$ cat src/rtl/mcdc_pkg.sv
package mcdc_pkg;

  typedef enum logic [1:0] {
    OUT_BRANCH  = 2'd0,
    OUT_CHKSTOP = 2'd1,
    OUT_DEBUG   = 2'd2
  } mc_outcome_e;

  typedef enum logic [1:0] {
    MODE_RUN     = 2'd0,
    MODE_CHKSTOP = 2'd1,
    MODE_DEBUG   = 2'd2
  } core_mode_e;

  // Outcome decision: the debug enable gates both per-case bits.
  function automatic mc_outcome_e pick_outcome(input logic me, input logic dbg,
                                               input logic s2d, input logic m2d);
    if (!dbg)
      return me ? OUT_BRANCH : OUT_CHKSTOP;
    if (me)
      return m2d ? OUT_DEBUG : OUT_BRANCH;
    return s2d ? OUT_DEBUG : OUT_CHKSTOP;
  endfunction

  // Status pin code for a given mode.
  function automatic logic [1:0] status_code(input core_mode_e m);
    return (m == MODE_DEBUG) ? 2'b11 : 2'b00;
  endfunction

endpackage

$ cat src/rtl/mcdc_decide.sv
module mcdc_decide
  import mcdc_pkg::*;
(
  input  logic        me,
  input  logic        dbg,
  input  logic        s2d,
  input  logic        m2d,
  output mc_outcome_e outcome
);
  always_comb outcome = pick_outcome(me, dbg, s2d, m2d);
endmodule

$ cat src/rtl/mcdc_cause_reg.sv
module mcdc_cause_reg #(
  parameter int W       = 32,
  parameter int MC_BIT  = 28,
  parameter int CHK_BIT = 29
) (
  input  logic         clk,
  input  logic         rst_n,
  input  logic         load,
  input  logic         load_me,
  input  logic         clr,
  output logic [W-1:0] q
);
  localparam logic [W-1:0] MC_CODE  = W'(1) << MC_BIT;
  localparam logic [W-1:0] CHK_CODE = W'(1) << CHK_BIT;

  // A capture takes priority over the clear that a read causes.
  always_ff @(posedge clk) begin
    if (!rst_n)
      q <= '0;
    else if (load)
      q <= load_me ? MC_CODE : CHK_CODE;
    else if (clr)
      q <= '0;
  end
endmodule

$ cat src/rtl/mcdc_mode_fsm.sv
module mcdc_mode_fsm
  import mcdc_pkg::*;
(
  input  logic        clk,
  input  logic        rst_n,
  input  logic        mc_event,
  input  mc_outcome_e outcome,
  input  logic        dbg_exit,
  output core_mode_e  mode,
  output logic        accept,
  output logic        branch_pulse
);
  // Events count only while the core runs normally.
  assign accept = mc_event && (mode == MODE_RUN);

  always_ff @(posedge clk) begin
    if (!rst_n) begin
      mode         <= MODE_RUN;
      branch_pulse <= 1'b0;
    end else begin
      branch_pulse <= accept && (outcome == OUT_BRANCH);
      case (mode)
        MODE_RUN: begin
          if (accept && outcome == OUT_CHKSTOP) mode <= MODE_CHKSTOP;
          else if (accept && outcome == OUT_DEBUG) mode <= MODE_DEBUG;
        end
        MODE_DEBUG: if (dbg_exit) mode <= MODE_RUN;
        MODE_CHKSTOP: mode <= MODE_CHKSTOP;
        default: mode <= MODE_RUN;
      endcase
    end
  end
endmodule

$ cat src/rtl/mc_debug_ctrl.sv
module mc_debug_ctrl
  import mcdc_pkg::*;
#(
  parameter int CAUSE_W = 32,
  parameter int MC_BIT  = 28,
  parameter int CHK_BIT = 29
) (
  input  logic               clk,
  input  logic               rst_n,
  input  logic               mc_en,
  input  logic               dbg_en,
  input  logic               stop_to_dbg,
  input  logic               mci_to_dbg,
  input  logic               mc_event,
  input  logic               cause_rd,
  input  logic               dbg_exit,
  input  logic               sw_freeze,
  output logic               freeze,
  output logic [1:0]         status_pins,
  output logic               chkstop,
  output logic               branch_req,
  output logic [CAUSE_W-1:0] cause_value
);
  mc_outcome_e outcome;
  core_mode_e  mode;
  logic        mc_accept;

  mcdc_decide u_decide (
    .me(mc_en), .dbg(dbg_en), .s2d(stop_to_dbg), .m2d(mci_to_dbg),
    .outcome(outcome)
  );

  mcdc_mode_fsm u_fsm (
    .clk(clk), .rst_n(rst_n), .mc_event(mc_event), .outcome(outcome),
    .dbg_exit(dbg_exit), .mode(mode), .accept(mc_accept),
    .branch_pulse(branch_req)
  );

  mcdc_cause_reg #(.W(CAUSE_W), .MC_BIT(MC_BIT), .CHK_BIT(CHK_BIT)) u_cause (
    .clk(clk), .rst_n(rst_n), .load(mc_accept), .load_me(mc_en),
    .clr(cause_rd), .q(cause_value)
  );

  assign freeze      = sw_freeze || (mode == MODE_DEBUG);
  assign status_pins = status_code(mode);
  assign chkstop     = (mode == MODE_CHKSTOP);
endmodule

$ cat config.mk
export PLATFORM = sky130hd
export DESIGN_NAME = mc_debug_ctrl
export DESIGN_NICKNAME = d
export VERILOG_FILES = /design/src/rtl/mcdc_pkg.sv /design/src/rtl/mcdc_decide.sv /design/src/rtl/mcdc_cause_reg.sv /design/src/rtl/mcdc_mode_fsm.sv /design/src/rtl/mc_debug_ctrl.sv
export SDC_FILE = /design/constraint.sdc
export NUM_CORES = 1
export LEC_CHECK = 0
export ABC_AREA = 1
export ABC_CLOCK_PERIOD_IN_PS = 800
export BUFFER_PORTS_ARGS = -buffer_cell sky130_fd_sc_hd__buf_2
export CORE_AREA = 2 2 43 45
export DETAILED_ROUTE_END_ITERATION = 7
export DIE_AREA = 0 0 45 47
export PLACE_DENSITY = 0.71
export SLEW_MARGIN = 10
export SYNTH_ARGS = -nofsm -noshare
export SYNTH_HDL_FRONTEND = slang
export SYNTH_SLANG_ARGS = --single-unit
$ cat constraint.sdc
create_clock -name clk -period 0.8 [get_ports clk]
set_input_delay 0.08 -clock clk [delete_from_list [all_inputs] [get_ports clk]]
set_output_delay 0.08 -clock clk [all_outputs]
set_load 0.05 [all_outputs]
==> results.txt <==
Largest family of logic cells by synthesized area - buffers and inverters
Die Y - 47 µm
VDD IR max - 653 µV
Setup ws final - -342 ps
Worst hold slack - 83.3 ps
Vias - 391
Root Buffer - clkbuf_4
Io pins - 47
Synth unique cells - 14
Final Cycle Share - 1.43
Int Pwr - 567 µW
Largest net degree at the start of global routing - 5
GR Util All Layers - 0.0710
HP Start - rst_n
Synth warn - 0
Fin crit period - 1140 ps
Layout Nets - 104
Outcome - complete, but fails checks
Antenna Cells - 0
CTS tree - built
Post-layout util - 0.388
Total global routing overflow - 0
R2R Path Start - u_fsm.mode[1]
Share of cells above drive strength 1 - 0.484
Clock transition at path regs - 40 ps
Drt total wl - 829 µm
R2r setup slk - -140 ps
CP arrival - 1060 ps
Max-slew violations - 0
Die footprint - 0.00212 mm²
Max clock buf depth - 2
Initial antenna violation count - 0
Routed wl met2 - 401 µm
Starting Density - 0.298
Htree depth - 1
Leak pwr - 0.000353 µW
# DRC - 0
TritonCTS buffer count - 3
Port Buf Inserts - 16
Clk_lat worst skew - 250 ps
Cells after synthesis - 68
Mapped cell area - 492 µm²
Failing checks - negative setup slack
Critical path endpoint category - output pin
Final setup viols - 10
Highest routed metal layer - met4
Sequential fraction of the synthesis area - 0.204
Setup Crit Path Kind - reg -> out
Antenna-violating nets left - 0
RR Endpoint - u_fsm.mode[1]
Setup_tns - -1520 ps
Combinational Power Share - 0.494
RSZ-0062 raised after global routing - yes
Area growth, synth to finish - 30.3%
Switching Power - 574 µW
Max Cap Violations - 0
Worst EP required - 720 ps
Met1 wire length - 272 µm
Tot Pwr - 1140 µW
Worst min path class - in -> reg
Final Hold Fails - 0
Die width - 45 µm
Multiplexer share of the synthesized area - 0
Post-DP HPWL - 638 µm
PD cells - 1780 mW/mm²
Drt first pass iters - 1
CTS sink count - 5
Routed WL per cell - 7.54 µm
First-pass GRT wire length - 966 µm
Switching Share - 0.503
Commonest non-fill, non-tap cell in the layout - conb_1
Synth Area in Simple Gates - 0.196
Mean number of vias per cell - 3.55
Compound-gate portion of the synthesized area - 0.0662
CP startpoint kind - flop
Flop and latch count out of synthesis - 5
Core area - 0.00165 mm²
Reg2Reg Depth - 6
Crit-path max FO - 3
Vias in the first global route - 261
Post-synthesis adder-cell area fraction - 0
Routed wl met3 - 101 µm
Achievable Freq - 876 MHz
Skew final - 2.86 ps
Most frequent cells in the layout - conb_1 (30), buf_2 (9), buf_4 (8)
Routability cong. - 0.745
Sequential group share of total power - 0.246
Worst Hold Path EP - u_cause.q[28]
Clock share of power - 0.261
Synth Area in XOR/XNOR - 0
Syn Area/Cell - 7.23 µm²
Starting DRT DRC Count - 0
Hold Crit Depth - 3
Row cnt - 15
==> sequential cells by signal (all words and copies together) (netlist names) <==
name                flops
u_fsm.mode              2
u_fsm.branch_pulse      1
u_cause.q               2
==> repair_timing <==
item | CTS | global route
pin swaps | 3 | 0
buffers inserted | 1 | 3
setup endpoints to repair | 11 | 11
hold buffers | 0 | 0
resized for setup | 17 | 8
==> critical path: stages, from the launching register on <==
cell	delay [ps]
dfxtp_2	320
inv_2	80
nor2_4	40
or2_4	220
buf_8	150
==> layer usage <==
metal / GRT usage / vias up
met2: 0.109 / 28
li1: - / 193
met4: 0.106 / 0
met3: 0.0269 / 5
met5: 0 / -
met1: 0.0599 / 165
==> cell families after synthesis <==
| family | after synthesis |
|---|---|
| DFF | 5 |
| AOI/OAI and AO/OA | 5 |
| other | 1 |
| buffers and inverters | 38 |
| and+or+nand+nor | 19 |
==> per-stage QoR <==
step                      worst slack, ps  area [µm²]  cells
after floorplan                      -283         616     97
after global placement               -145         507    102
after detailed placement             -167         507    102
after CTS                            -337         592    107
after global routing                 -369         641    110
final                                -342         641    110
==> cell type report <==
cell class | instances | area [µm²]
repair buffers | 23 | 195
well taps | 17 | 21.3
multi-input cells | 54 | 259
flip-flops and latches | 5 | 109
clock buffers | 4 | 26.3
fillers | 174 | 1010
inverters | 7 | 30.0
==> how the worst max path moves through the flow <==
stage	startpoint	endpoint	slack [ps]
2_1_floorplan	u_fsm.mode[1]	freeze	-280
3_3_place_gp	u_fsm.mode[0]	freeze	-150
3_5_place_dp	u_fsm.mode[0]	freeze	-170
4_1_cts	u_fsm.mode[1]	freeze	-340
5_1_grt	u_fsm.mode[1]	freeze	-370
6_report	u_fsm.mode[1]	freeze	-340
==> cells in the mapped netlist (all sizes together) <==
library cell / count / area share
nand3: 4 / 0.041
conb: 1 / 0.0076
or2: 1 / 0.013
dfxtp: 5 / 0.20
inv: 7 / 0.053
nor2: 4 / 0.051
buf: 31 / 0.47
nand2: 10 / 0.092
a21oi: 5 / 0.066
==> power by group through the flow <==
stage	Clock, µW	Combinational, µW	Sequential [µW]
floorplan	0	530	312
global placement	0	505	281
detailed placement	0	507	281
CTS	308	540	281
global route	324	590	281
finish	297	563	280
Power figures use the tool's default switching activity.
